`src/rtl/ide_pio_pkg.sv`:
```
package ide_pio_pkg;

    localparam int CFG_W = 16;
    localparam int CNT_W = 4;

    localparam logic [15:0] PRI_CMD_BASE = 16'h01F0;
    localparam logic [15:0] PRI_CTL_ADDR = 16'h03F6;
    localparam logic [15:0] SEC_CMD_BASE = 16'h0170;
    localparam logic [15:0] SEC_CTL_ADDR = 16'h0376;

    typedef enum logic [2:0] {
        SQ_IDLE,
        SQ_SETUP,
        SQ_STROBE,
        SQ_WAIT,
        SQ_RECOV
    } seq_state_e;

    typedef struct packed {
        logic             en;
        logic             sec;
        logic [1:0]       smp;
        logic [1:0]       rec;
        logic [1:0]       fast;
        logic [1:0]       rdy;
        logic [1:0]       post;
    } cfg_t;

    typedef struct packed {
        logic             hit;
        logic             ctl;
        logic [2:0]       da;
        logic             devhead;
        logic             dataport;
    } dec_t;

    typedef struct packed {
        logic [CNT_W-1:0] strobe;
        logic [CNT_W-1:0] recov;
        logic             use_rdy;
    } tim_t;

    function automatic tim_t pick_timing(
        input logic             fast,
        input logic             rdy_en,
        input logic [1:0]       smp,
        input logic [1:0]       rec,
        input logic [CNT_W-1:0] slow_s,
        input logic [CNT_W-1:0] slow_r
    );
        tim_t t;
        t.use_rdy = rdy_en;
        if (fast) begin
            t.strobe = CNT_W'(5) - CNT_W'(smp);
            t.recov  = CNT_W'(4) - CNT_W'(rec);
        end else begin
            t.strobe = slow_s;
            t.recov  = slow_r;
        end
        return t;
    endfunction

endpackage

```
`src/rtl/ide_cfg_reg.sv`:
```
module ide_cfg_reg
    import ide_pio_pkg::*;
(
    input  logic             clk,
    input  logic             rst,
    input  logic             we,
    input  logic [CFG_W-1:0] wdata,
    output logic [CFG_W-1:0] q
);

    always_ff @(posedge clk) begin
        if (rst) begin
            q <= '0;
        end else if (we) begin
            q <= wdata;
        end
    end

endmodule

```
`src/rtl/ide_addr_dec.sv`:
```
module ide_addr_dec
    import ide_pio_pkg::*;
(
    input  logic        en,
    input  logic        sec,
    input  logic [15:0] addr,
    input  logic        intrq,
    output dec_t        dec,
    output logic        irq_pri,
    output logic        irq_sec
);

    logic [15:0] cmd_base;
    logic [15:0] ctl_addr;
    logic        cmd_hit;
    logic        ctl_hit;

    always_comb begin
        cmd_base = sec ? SEC_CMD_BASE : PRI_CMD_BASE;
        ctl_addr = sec ? SEC_CTL_ADDR : PRI_CTL_ADDR;
        cmd_hit  = en && (addr[15:3] == cmd_base[15:3]);
        ctl_hit  = en && (addr == ctl_addr);

        dec.hit      = cmd_hit || ctl_hit;
        dec.ctl      = ctl_hit;
        dec.da       = ctl_hit ? 3'd6 : addr[2:0];
        dec.devhead  = cmd_hit && (addr[2:0] == 3'd6);
        dec.dataport = cmd_hit && (addr[2:0] == 3'd0);
    end

    assign irq_pri = en && !sec && intrq;
    assign irq_sec = en &&  sec && intrq;

endmodule

```
`src/rtl/ide_cycle_seq.sv`:
```
module ide_cycle_seq
    import ide_pio_pkg::*;
(
    input  logic        clk,
    input  logic        rst,
    input  logic        start,
    input  logic        null_acc,
    input  logic        write,
    input  logic [15:0] wdata,
    input  tim_t        tim,
    input  logic        post,
    input  logic        ctl,
    input  logic [2:0]  da,
    input  logic        iordy,
    input  logic [15:0] dd_in,
    output logic        idle,
    output logic        cs0_n,
    output logic        cs1_n,
    output logic [2:0]  da_out,
    output logic        dior_n,
    output logic        diow_n,
    output logic [15:0] dd_out,
    output logic        dd_oe,
    output logic        rsp_valid,
    output logic [15:0] rsp_rdata
);

    localparam int LEN_W = CNT_W + 4;

    seq_state_e       state;
    logic [CNT_W-1:0] cnt;
    tim_t             l_tim;
    logic             l_wr;
    logic [15:0]      l_wd;
    logic             l_ctl;
    logic [2:0]       l_da;
    logic             l_post;
    logic             strobe_on;
    logic             in_rec;
    logic             active;

    assign strobe_on = (state == SQ_STROBE) || (state == SQ_WAIT);
    assign in_rec    = (state == SQ_RECOV);
    assign active    = (state == SQ_SETUP) || strobe_on;
    assign idle      = (state == SQ_IDLE);

    assign cs0_n  = !(active && !l_ctl);
    assign cs1_n  = !(active &&  l_ctl);
    assign da_out = l_da;
    assign dior_n = !(strobe_on && !l_wr);
    assign diow_n = !(strobe_on &&  l_wr);
    assign dd_out = l_wd;
    assign dd_oe  = active && l_wr;

    always_ff @(posedge clk) begin
        if (rst) begin
            state     <= SQ_IDLE;
            cnt       <= '0;
            l_tim     <= '0;
            l_wr      <= 1'b0;
            l_wd      <= '0;
            l_ctl     <= 1'b0;
            l_da      <= '0;
            l_post    <= 1'b0;
            rsp_valid <= 1'b0;
            rsp_rdata <= '0;
        end else begin
            rsp_valid <= 1'b0;
            unique case (state)
                SQ_IDLE: begin
                    if (start) begin
                        state  <= SQ_SETUP;
                        l_tim  <= tim;
                        l_wr   <= write;
                        l_wd   <= wdata;
                        l_ctl  <= ctl;
                        l_da   <= da;
                        l_post <= post && write;
                        if (post && write) begin
                            rsp_valid <= 1'b1;
                        end
                    end else if (null_acc) begin
                        rsp_valid <= 1'b1;
                        rsp_rdata <= '1;
                    end
                end
                SQ_SETUP: begin
                    state <= SQ_STROBE;
                    cnt   <= l_tim.strobe - 1'b1;
                end
                SQ_STROBE: begin
                    if (cnt != '0) begin
                        cnt <= cnt - 1'b1;
                    end else if (l_tim.use_rdy && !iordy) begin
                        state <= SQ_WAIT;
                    end else begin
                        state <= SQ_RECOV;
                        cnt   <= l_tim.recov - 1'b1;
                        if (!l_wr) rsp_rdata <= dd_in;
                        if (!l_post) rsp_valid <= 1'b1;
                    end
                end
                SQ_WAIT: begin
                    if (iordy) begin
                        state <= SQ_RECOV;
                        cnt   <= l_tim.recov - 1'b1;
                        if (!l_wr) rsp_rdata <= dd_in;
                        if (!l_post) rsp_valid <= 1'b1;
                    end
                end
                SQ_RECOV: begin
                    if (cnt != '0) begin
                        cnt <= cnt - 1'b1;
                    end else begin
                        state <= SQ_IDLE;
                    end
                end
                default: state <= SQ_IDLE;
            endcase
        end
    end

    // Length counters observed by the assertions below
    logic [LEN_W-1:0] strobe_len;
    logic [LEN_W-1:0] rec_len;

    always_ff @(posedge clk) begin
        if (rst) begin
            strobe_len <= '0;
            rec_len    <= '0;
        end else begin
            if (strobe_on) begin
                if (strobe_len != '1) strobe_len <= strobe_len + 1'b1;
            end else begin
                strobe_len <= '0;
            end
            if (in_rec) begin
                if (rec_len != '1) rec_len <= rec_len + 1'b1;
            end else begin
                rec_len <= '0;
            end
        end
    end

    a_r6_strobe_len: assert property (@(posedge clk) disable iff (rst)
        ($fell(strobe_on) && !l_tim.use_rdy) |-> (strobe_len == LEN_W'(l_tim.strobe)));

    a_r9_strobe_min: assert property (@(posedge clk) disable iff (rst)
        $fell(strobe_on) |-> (strobe_len >= LEN_W'(l_tim.strobe)));

    a_r6_recov_len: assert property (@(posedge clk) disable iff (rst)
        $fell(in_rec) |-> (rec_len == LEN_W'(l_tim.recov)));

    a_r10_rsp_at_end: assert property (@(posedge clk) disable iff (rst)
        ($fell(strobe_on) && !l_post) |-> rsp_valid);

    a_r11_one_strobe: assert property (@(posedge clk) disable iff (rst)
        !(!dior_n && !diow_n));

    a_r3_cs_excl: assert property (@(posedge clk) disable iff (rst)
        !(!cs0_n && !cs1_n));

    a_r4_idle_quiet: assert property (@(posedge clk) disable iff (rst)
        idle |-> (dior_n && diow_n));

endmodule

```
`src/rtl/ide_pio_ctrl.sv`:
```
module ide_pio_ctrl
    import ide_pio_pkg::*;
#(
    parameter int SLOW_STROBE = 6,
    parameter int SLOW_RECOV  = 4,
    parameter int GRP_STRIDE  = 4,
    parameter int DRV_BIT     = 4
) (
    input  logic        clk,
    input  logic        rst,
    input  logic        cfg_we,
    input  logic [15:0] cfg_wdata,
    output logic [15:0] cfg_q,
    input  logic        req_valid,
    output logic        req_ready,
    input  logic [15:0] req_addr,
    input  logic        req_write,
    input  logic [15:0] req_wdata,
    output logic        rsp_valid,
    output logic [15:0] rsp_rdata,
    output logic        ide_cs0_n,
    output logic        ide_cs1_n,
    output logic [2:0]  ide_da,
    output logic        ide_dior_n,
    output logic        ide_diow_n,
    output logic [15:0] ide_dd_out,
    output logic        ide_dd_oe,
    input  logic [15:0] ide_dd_in,
    input  logic        ide_iordy,
    input  logic        ide_intrq,
    output logic        irq_pri,
    output logic        irq_sec
);

    localparam int NUM_DRV = 2;

    cfg_t  cfg;
    dec_t  dec;
    tim_t  tim;
    logic  drv_q;
    logic  accept;
    logic  idle;

    ide_cfg_reg u_cfg (
        .clk   (clk),
        .rst   (rst),
        .we    (cfg_we),
        .wdata (cfg_wdata),
        .q     (cfg_q)
    );

    assign cfg.en  = cfg_q[15];
    assign cfg.sec = cfg_q[14];
    assign cfg.smp = cfg_q[13:12];
    assign cfg.rec = cfg_q[9:8];

    for (genvar d = 0; d < NUM_DRV; d++) begin : g_drv
        assign cfg.fast[d] = cfg_q[GRP_STRIDE*d];
        assign cfg.rdy[d]  = cfg_q[GRP_STRIDE*d + 1];
        assign cfg.post[d] = cfg_q[GRP_STRIDE*d + 2];
    end

    ide_addr_dec u_dec (
        .en      (cfg.en),
        .sec     (cfg.sec),
        .addr    (req_addr),
        .intrq   (ide_intrq),
        .dec     (dec),
        .irq_pri (irq_pri),
        .irq_sec (irq_sec)
    );

    assign req_ready = idle;
    assign accept    = req_valid && idle;

    always_ff @(posedge clk) begin
        if (rst) begin
            drv_q <= 1'b0;
        end else if (accept && dec.devhead && req_write) begin
            drv_q <= req_wdata[DRV_BIT];
        end
    end

    assign tim = pick_timing(cfg.fast[drv_q], cfg.rdy[drv_q], cfg.smp, cfg.rec,
                             CNT_W'(SLOW_STROBE), CNT_W'(SLOW_RECOV));

    ide_cycle_seq u_seq (
        .clk       (clk),
        .rst       (rst),
        .start     (accept && dec.hit),
        .null_acc  (accept && !dec.hit),
        .write     (req_write),
        .wdata     (req_wdata),
        .tim       (tim),
        .post      (cfg.post[drv_q] && dec.dataport),
        .ctl       (dec.ctl),
        .da        (dec.da),
        .iordy     (ide_iordy),
        .dd_in     (ide_dd_in),
        .idle      (idle),
        .cs0_n     (ide_cs0_n),
        .cs1_n     (ide_cs1_n),
        .da_out    (ide_da),
        .dior_n    (ide_dior_n),
        .diow_n    (ide_diow_n),
        .dd_out    (ide_dd_out),
        .dd_oe     (ide_dd_oe),
        .rsp_valid (rsp_valid),
        .rsp_rdata (rsp_rdata)
    );

    a_r5_irq_excl: assert property (@(posedge clk) disable iff (rst)
        !(irq_pri && irq_sec));

endmodule

```
`config.mk`:
```
export PLATFORM = sky130hd
export DESIGN_NAME = ide_pio_ctrl
export DESIGN_NICKNAME = d
export VERILOG_FILES = /design/src/rtl/ide_pio_pkg.sv /design/src/rtl/ide_cfg_reg.sv /design/src/rtl/ide_addr_dec.sv /design/src/rtl/ide_cycle_seq.sv /design/src/rtl/ide_pio_ctrl.sv
export SDC_FILE = /design/constraint.sdc
export NUM_CORES = 1
export LEC_CHECK = 0
export ABC_AREA = 1
export BUFFER_PORTS_ARGS = -buffer_cell sky130_fd_sc_hd__buf_2
export CORE_MARGIN = 1
export CORE_UTILIZATION = 50
export DETAILED_ROUTE_END_ITERATION = 6
export GPL_TIMING_DRIVEN = 0
export PLACE_DENSITY = 0.81
export SKIP_LAST_GASP = 1
export SYNTH_ARGS = -nofsm -noshare
export SYNTH_HDL_FRONTEND = slang
export SYNTH_HIERARCHICAL = 1
export SYNTH_SLANG_ARGS = --single-unit
```
`constraint.sdc`:
```
create_clock -name clk -period 4.3 [get_ports clk]
set_clock_uncertainty 0.05 [all_clocks]
set_input_delay 0.645 -clock clk [delete_from_list [all_inputs] [get_ports clk]]
set_output_delay 0.645 -clock clk [all_outputs]
set_load 0.02 [all_outputs]
```
* After elaboration in Yosys (flattened, before gate mapping)
Cells that the tools add are included.
** Operators by class
- Add/subtract/negate cells :: 5
- Muxes and demuxes :: 36
- Reductions and logical operators :: 42
- Equality and inequality tests :: 16
- Order comparisons :: 1
** Operator list (count)
- 16-bit 2-to-1 mux :: 6
- 16-bit one-hot mux with 3 select lines :: 1
- 8-bit 2-to-1 mux :: 3
- 1-bit logical AND :: 21
- 3-bit 2-to-1 mux :: 6
- 16-bit equality test :: 1
- 4-bit 2-to-1 mux :: 4
- 4-bit one-hot mux with 4 select lines :: 1
- 3-bit one-hot mux with 5 select lines :: 1
- 13-bit equality test :: 1
- 1-bit 2-to-1 mux :: 13
- 2-bit inequality test, second input constant :: 6
- 4-bit by 1-bit subtractor with 4-bit output, second input constant :: 3
- 1-bit logical NOT :: 9
- 4-bit AND reduction :: 2
- 4-bit nonzero test :: 2
- 3-bit by 2-bit subtractor with 4-bit output, first input constant :: 2
- 3-bit by 2-bit equality test with 1-bit output, second input constant :: 2
- 3-bit equality test, second input constant :: 2
- 3-bit logical NOT :: 2
- 6-bit AND reduction :: 1
- 2-bit by 1-bit inequality test with 1-bit output, second input constant :: 2
- 3-bit by 1-bit equality test with 1-bit output, second input constant :: 1
- 1-bit logical OR :: 3
- 5 further kinds :: 5
** Word-level totals
- Logic and storage cells :: 114
- Register bits after elaboration :: 72
- Output and inout bits :: 60
- Bits of input ports :: 71

* Logic depth before layout (Yosys ltp)
Gate-level depths: netlist (run 1).
- Depth in word-level cells :: 9
- Depth in mapped cells :: 14
- Mapped depth without buffers :: 13

* Hierarchy
Netlist (run 1), hierarchy kept.
** Modules (own cells, without submodules)
- ide_cycle_seq :: seq. area each 1101.1 um2, area each 2593.7 um2, cells an instance 382, instances 1
- ide_cfg_reg :: seq. area each 320.3 um2, area each 670.6 um2, cells an instance 101, instances 1
- ide_pio_ctrl :: seq. area each 20.0 um2, area each 165.2 um2, cells an instance 31, instances 1
- ide_addr_dec :: seq. area each 0.0 um2, area each 156.4 um2, cells an instance 34, instances 1

* Worst setup path after synthesis (run 1)
Ideal clock, no wire load.
- Path kind :: in2reg
- Start point :: in req_addr[3]
- End point :: reg u_seq.l_ctl
- Buffers on the path :: 1
- Arrival time :: 1.926 ns
- Setup time :: 0.128 ns
- Required time :: 4.122 ns
- Stages on the path :: 13
- Path slack :: 2.196 ns
- Cells stage by stage :: inv_1 nand3_1 nor2_2 nand3_2 nand2_1 inv_1 nor2_1 inv_1 nor2_2 inv_1 clkbuf_1 o21ai_0 a21oi_1
** RTL lines
- from (decl) :: line ide_pio_ctrl.sv:16 : input logic [15:0] req_addr,
- to (signal assigned) :: line ide_cycle_seq.sv:76 : l_ctl <= ctl;
- to (decl) :: line ide_cycle_seq.sv:35 : logic l_ctl;

* Worst setup path in the final report (run 1)
- Start point :: reg u_seq.state[0]
- End point :: reg u_seq.l_ctl
** On the way
- Longest elaborated chain between the ends :: 4
** RTL lines
- from (decl) :: line ide_cycle_seq.sv:30 : seq_state_e state;
- from (signal assigned) :: line ide_cycle_seq.sv:57 : state <= SQ_IDLE;
- from (signal assigned) :: line ide_cycle_seq.sv:72 : state <= SQ_SETUP;
- from (signal assigned) :: line ide_cycle_seq.sv:88 : state <= SQ_STROBE;
- 3-bit logical NOT (*) :: line ide_cycle_seq.sv:45, ide_cycle_seq.sv:69
- 1-bit logical AND :: line ide_pio_ctrl.sv:74 : assign accept = req_valid && idle;
- 1-bit logical AND :: line ide_pio_ctrl.sv:90 : .start (accept && dec.hit),
- 2-bit AND reduction (no source line) (*)
Mark *: on every way between the ends. The rest lies on a longest branch, timed or not.
A chain may end at the register's enable or synchronous reset.

==> results of run 1 <==
synth_stat cells (3+ instances only):
master,number,area share
ha_1,5,0.017
nand2_1,105,0.11
nand3_2,3,0.0084
dfxtp_1,72,0.40
nand4_1,5,0.0087
xor2_1,3,0.0073
a21oi_1,18,0.025
clkbuf_1,13,0.014
nand3_1,31,0.043
nand2_2,5,0.0087
inv_1,66,0.069
o21ai_0,37,0.052
buf_6,7,0.022
nor2_2,9,0.016
nor2_1,150,0.16
layer usage:
layer	global-route usage	share of wire
met4	0.0955	0.014
met5	0	0
met3	0.0495	0.058
met1	0.306	0.43
met2	0.428	0.50
state kept, by name, summed over array words and instances (netlist names):
signal,flops
u_seq/rsp_valid,1
u_seq/l_ctl,1
u_seq/l_post,1
u_seq/da_out,3
u_seq/l_wr,1
u_seq/state,3
u_cfg/q,16
u_seq/l_tim,9
u_seq/rsp_rdata,16
u_seq/dd_out,16
drv_q,1
u_seq/cnt,4
power by group through the flow:
| stage | sequential (mW) | clock [mW] | combinational [mW] |
|---|---|---|---|
| 2_1_floorplan | 0.742 | 0 | 0.0654 |
| 3_5_place_dp | 0.717 | 0 | 0.163 |
| 5_1_grt | 0.704 | 0.606 | 0.181 |
| 6_report | 0.701 | 0.566 | 0.163 |
| 3_3_place_gp | 0.716 | 0 | 0.160 |
| 4_1_cts | 0.701 | 0.576 | 0.164 |
cell families after synthesis:
group	count (synthesis)
compound gates	60
flops	72
buf+inv	93
mux	1
simple gates	313
xor+xnor	3
fa+ha+maj	5
other cells	1
worst reg2reg max path, stage by stage (launching register included):
cell      delay [ps]
dfxtp_1          370
nor2_2           160
nand2_2          130
inv_1            150
nand2_1          150
nor2_1           160
inv_1             80
nor2_2           270
inv_1            130
clkbuf_1         220
o21ai_0          270
a21oi_1           60
final cells by class:
type	instances	area, um^2
buffer	25	156
clock inverter	7	85.1
clock buffer	9	124
timing repair buffer	130	651
fill	633	2300
tap	96	120
multi-input combinational	384	1740
sequential	72	1440
inverter	68	255
path summary, 6_finish.rpt:
path	slack (ps)	depth (start not counted)	start	to
max	1970	11	u_seq/state[0]$_SDFFE_PP0P_	u_seq/l_ctl$_SDFFE_PP0P_
min	420	2	u_cfg/q[7]$_SDFFE_PP0P_	u_cfg/q[7]$_SDFFE_PP0P_
max reg2reg	1970	11	u_seq/state[0]$_SDFFE_PP0P_	u_seq/l_ctl$_SDFFE_PP0P_
min reg2reg	420	2	u_cfg/q[7]$_SDFFE_PP0P_	u_cfg/q[7]$_SDFFE_PP0P_
==> results.md, run 1 <==
* CP delay by family, top: simple AND/OR/NAND/NOR gates
* Critical path required time at 4480 ps
* First DRT Iteration DRCs at 191
* CP Class: flop to flop
* DRT Pass-1 Iters at 5
* Setup WS pre-CTS at roughly 1700 ps
* Crit path top cell by count: inv_1
* Critical path startpoint category: flop
* Status: completed
* Crit path buffers/inverters at 4
* Remaining antenna violation count at 0
* Fin. Hold Viols at 0
* CTS tree: done
* Clock power frac at 0.396
* Post-Syn Area at 3590 um^2
* Register area share after synthesis at 0.402
* YS warnings at 6
* VDD IR max at 0.195 mV
* Core Area at 6870 um^2
* RSZ-0062 raised after global routing: no
* Max Cap Viol at 0
* First-pass GRT wire length at between 10000 and 15000 um
* Adder-cell share of the synthesized area at 0.0174
* Layout cells sized above 1 at 0.263
* Antenna Cells at 0
* GPL Wtd Cong at 0.887
* Routed length per instance at 11.4 um
* EDFF count, synth at 0
* Row cnt at 30
* Max Clock Freq at ~0.43 GHz
* Post-synthesis mux area share at 0.00314
* Crit path max-delay cell type: dfxtp_1
* Primary FF master, synth: dfxtp_1
* Worst hold slack at 423 ps
* DR vias at approximately 3.8k
* Mean area per synthesized cell at 6.54 um^2
* Initial antenna violation count at 0
* Int Pwr at between 1 and 1.5 mW
* Yosys reg bits at 72
* XOR/XNOR Fraction of Synth Area at 0.00733
* Setup bufs post-CTS at 0
* Total power at 1.43 mW
* Sequential power share at 0.490
* Pwr per Cell Area at 313 nW/um^2
* Psw at between 0.3 and 0.4 mW
* Resize count post-CTS at 0
* Largest net degree at the start of global routing at 16
* Commonest non-fill, non-tap cell in the layout: nor2_1
* Max Slew Vio Count at 0
* Asr flop ratio synth at 0
* Logic pwr share at 0.114
* Crit path largest cell delay at 370 ps
* Leak at ~2.4 nW
* Mapped Cells at 548
* Dpl cells at 775
* DPL Wire Length at 6910 um
* Die area at between 7000 and 8000 um^2
* Die height at just under 90 um
* Die W at 86.7 um
* IO Count at 131
* Starting density of the core at 0.522
* Final core utilization at 0.665
* Final-stage net count at between 700 and 800
* Sink Count at 72
* Input/output buffers at 130
* Crit path time final at approximately 2300 ps
* Main combinational cell family by area after synthesis: simple AND/OR/NAND/NOR gates
* Synth unique cells at 30
* Drc violations at 0
* Grt total ovfl at 0
* Final cell count without fillers at 791
* Vias in the first global route at 3437
* CTS Buffer Depth at 2
* Crit end category: flop
* Area grow syn2layout at 27.4%
* Tcrit/Tclk final at 0.541
* Post-route cell area at 4570 um^2
* Critical-path cell list: nor2_2 > nand2_2 > inv_1 > nand2_1 > nor2_1 > inv_1 > nor2_2 > inv_1 > clkbuf_1 > o21ai_0 > a21oi_1
* Total track usage at 0.248
* Skew-Pair Late Insertion Delay at 350 ps
* Vias/cell at 4.77
* Total wire length at about 9000 um
* CTS H-Tree Depth at 3
* Setup TNS at 0 ps
* Hold crit path type: flop to flop
* Sw Ratio at 0.277
* Post-CTS Hold Buffers at 0
* Final setup fails at 0
* CTS Buf Count at 9
* Compound-Gate Fraction of Synth Area at 0.0883
* Synth Area in Simple Gates at 0.366
* Root Driver: clkbuf_8
* Reg clk slew, reported paths at ~90 ps
* Crit path max fanout at 10
* CP Data Arrival Time at about 2500 ps
* PnR worst setup slack at 1970 ps
* Most frequent cells in the layout: nor2_1 (150), buf_2 (131), nand2_1 (105)
* Placed Area at ~4400 um^2
Power figures use the tool's default switching activity.
==> run 2, diff against run 1 <==
Clock period 4.3 ns to 2.2 ns, I/O delays scaled along.
==> run 2 against run 1 <==
  * Cell count is 0.38% higher
  * Combinational power is 99% higher
  * Non-clock buffer count is 3 higher
  * Sequential share of layout area is 0.37 points lower
  * Flip-flop and latch count stayed put
  * Setup slack worse by 1800 ps
  * Clock-buffer cell count stayed put
  * Via count is 1.1% higher
  * Power is 96% higher
  * Utilization is 0.91 points higher
  * Die area stayed put
==> results.md, run 2 (synthesized netlist as in run 1, its figures left out) <==
* Row cnt at 30
* Post-CTS Hold Buffers at 0
* Tcrit/Tclk final at 0.931
* Leak at 2.44 nW
* Critical path required time at ~2400 ps
* Area grow syn2layout at 29.2%
* Crit end category: flop
* Fin. Hold Viols at 0
* Routed length per instance at 11.6 um
* Met1 wire length at 3890 um
* Vias in the first global route at 3438
* Root Driver: clkbuf_8
* Skew-Pair Late Insertion Delay at 350 ps
* DRT Pass-1 Iters at 5
* Die W at 86.7 um
* Core Area at approximately 7000 um^2
* Die area at approximately 7500 um^2
* DR vias at 3810
* Grt total ovfl at 0
* CTS tree: done
* Max Slew Vio Count at 0
* Sink Count at between 70 and 80
* Status: completed
* CP Data Arrival Time at 2240 ps
* VDD IR max at 0.383 mV
* Layout cells sized above 1 at 0.282
* CTS Buf Count at 9
* Most frequent cells in the layout: nor2_1 (148), buf_2 (132), nand2_1 (104)
* Top sig layer: met4
* IO Count at 131
* CP Class: flop to flop
* Crit path max fanout at 6
* Die height at between 80 and 90 um
* Antenna Cells at 0
* Commonest non-fill, non-tap cell in the layout: nor2_1
* Hold crit path type: primary input to flop
* CTS H-Tree Depth at 3
* First DRT Iteration DRCs at 164
* Initial antenna violation count at 0
* Setup WS pre-CTS at -89.0 ps
* DPL Wire Length at 6910 um
* Pwr per Cell Area at roughly 610 nW/um^2
* Final-stage net count at 769
* Starting density of the core at 0.522
* DR WL met2 at 4530 um
* GPL Wtd Cong at 0.887
* Footprint of the multi-input gates at 1770 um^2
* CTS Buffer Depth at 2
* Critical path startpoint category: flop
* Remaining antenna violation count at 0
* Max Clock Freq at 0.488 GHz
* Largest net degree at the start of global routing at 16
* Final setup fails at 0
* Reg clk slew, reported paths at 90 ps
* Total track usage at 0.249
* RSZ-0062 raised after global routing: no
* PnR worst setup slack at ~150 ps
* Setup TNS at 0 ps
* Crit path time final at between 2000 and 2500 ps
* Max Cap Viol at 0
* Met3 WL post-DR at 612 um
* Vias/cell at about 4.8
* Drc violations at 0
* FF/Latch Area at 1440 um^2
* Dpl cells at 775
* Input/output buffers at 130
* First-pass GRT wire length at about 15000 um
* Number of fill cells at around 620
* Final cell count without fillers at roughly 790
* Total wire length at roughly 9200 um
* Final core utilization at 0.674
run 2: area by class of cell:
type | instances | share of cell area
plain buffers | 24 | 0.0335
clock buffers | 9 | 0.0267
clock inverters | 7 | 0.0184
inverters | 68 | 0.0551
multi-input cells | 384 | 0.382
flip-flops and latches | 72 | 0.312
well taps | 96 | 0.0259
repair buffers | 134 | 0.147
run 2: report_power, final:
part / total (mW) / switching, mW / internal, mW
sequential: 1.37 / 0.0256 / 1.34
combinational: 0.324 / 0.191 / 0.133
clock: 1.11 / 0.562 / 0.547
total: 2.80 / 0.778 / 2.02
run 2: critical path, cell delays in order (launching register included):
cell and delay, ps:
dfxtp_1 380, nor2_4 160, nand2_4 100, inv_2 100, nand2_1 150, nor2_2 190
o21ai_0 130, nor2_2 280, buf_4 160, nand3_1 80, nand2_1 90, nor2_1 60
run 2: final timing paths:
check                              startpoint                                to  slack, ps  cells after the start
hold reg to reg       u_cfg/q[7]$_SDFFE_PP0P_           u_cfg/q[7]$_SDFFE_PP0P_        420                      2
hold / removal                  req_wdata[10]     u_seq/dd_out[10]$_SDFFE_PP0P_        150                      3
setup reg to reg  u_seq/state[0]$_SDFFE_PP0P_  u_seq/rsp_rdata[15]$_SDFFE_PP0P_        150                     11
setup / recovery  u_seq/state[0]$_SDFFE_PP0P_  u_seq/rsp_rdata[15]$_SDFFE_PP0P_        150                     11
run 2: metal layers:
metal | track usage | up-vias
met5 | 0 | -
met4 | 0.0955 | 0
met3 | 0.0495 | 15
met2 | 0.428 | 134
met1 | 0.307 | 1690
li1 | - | 1971
run 2: timing repair:
item                                    in CTS  in global routing
pin swaps                                    0                  4
setup buffers                                0                  4
endpoints found under the setup margin      10                 42
resized for setup                            1                 21
run 2: stage by stage:
stage	instance area [um^2]	hold WS (ps)	total power [mW]
global route	4630	140	2.92
global placement	4360	397	1.71
CTS	4570	135	2.82
floorplan	3590	380	1.58
detailed placement	4360	407	1.72
finish	4630	147	2.80
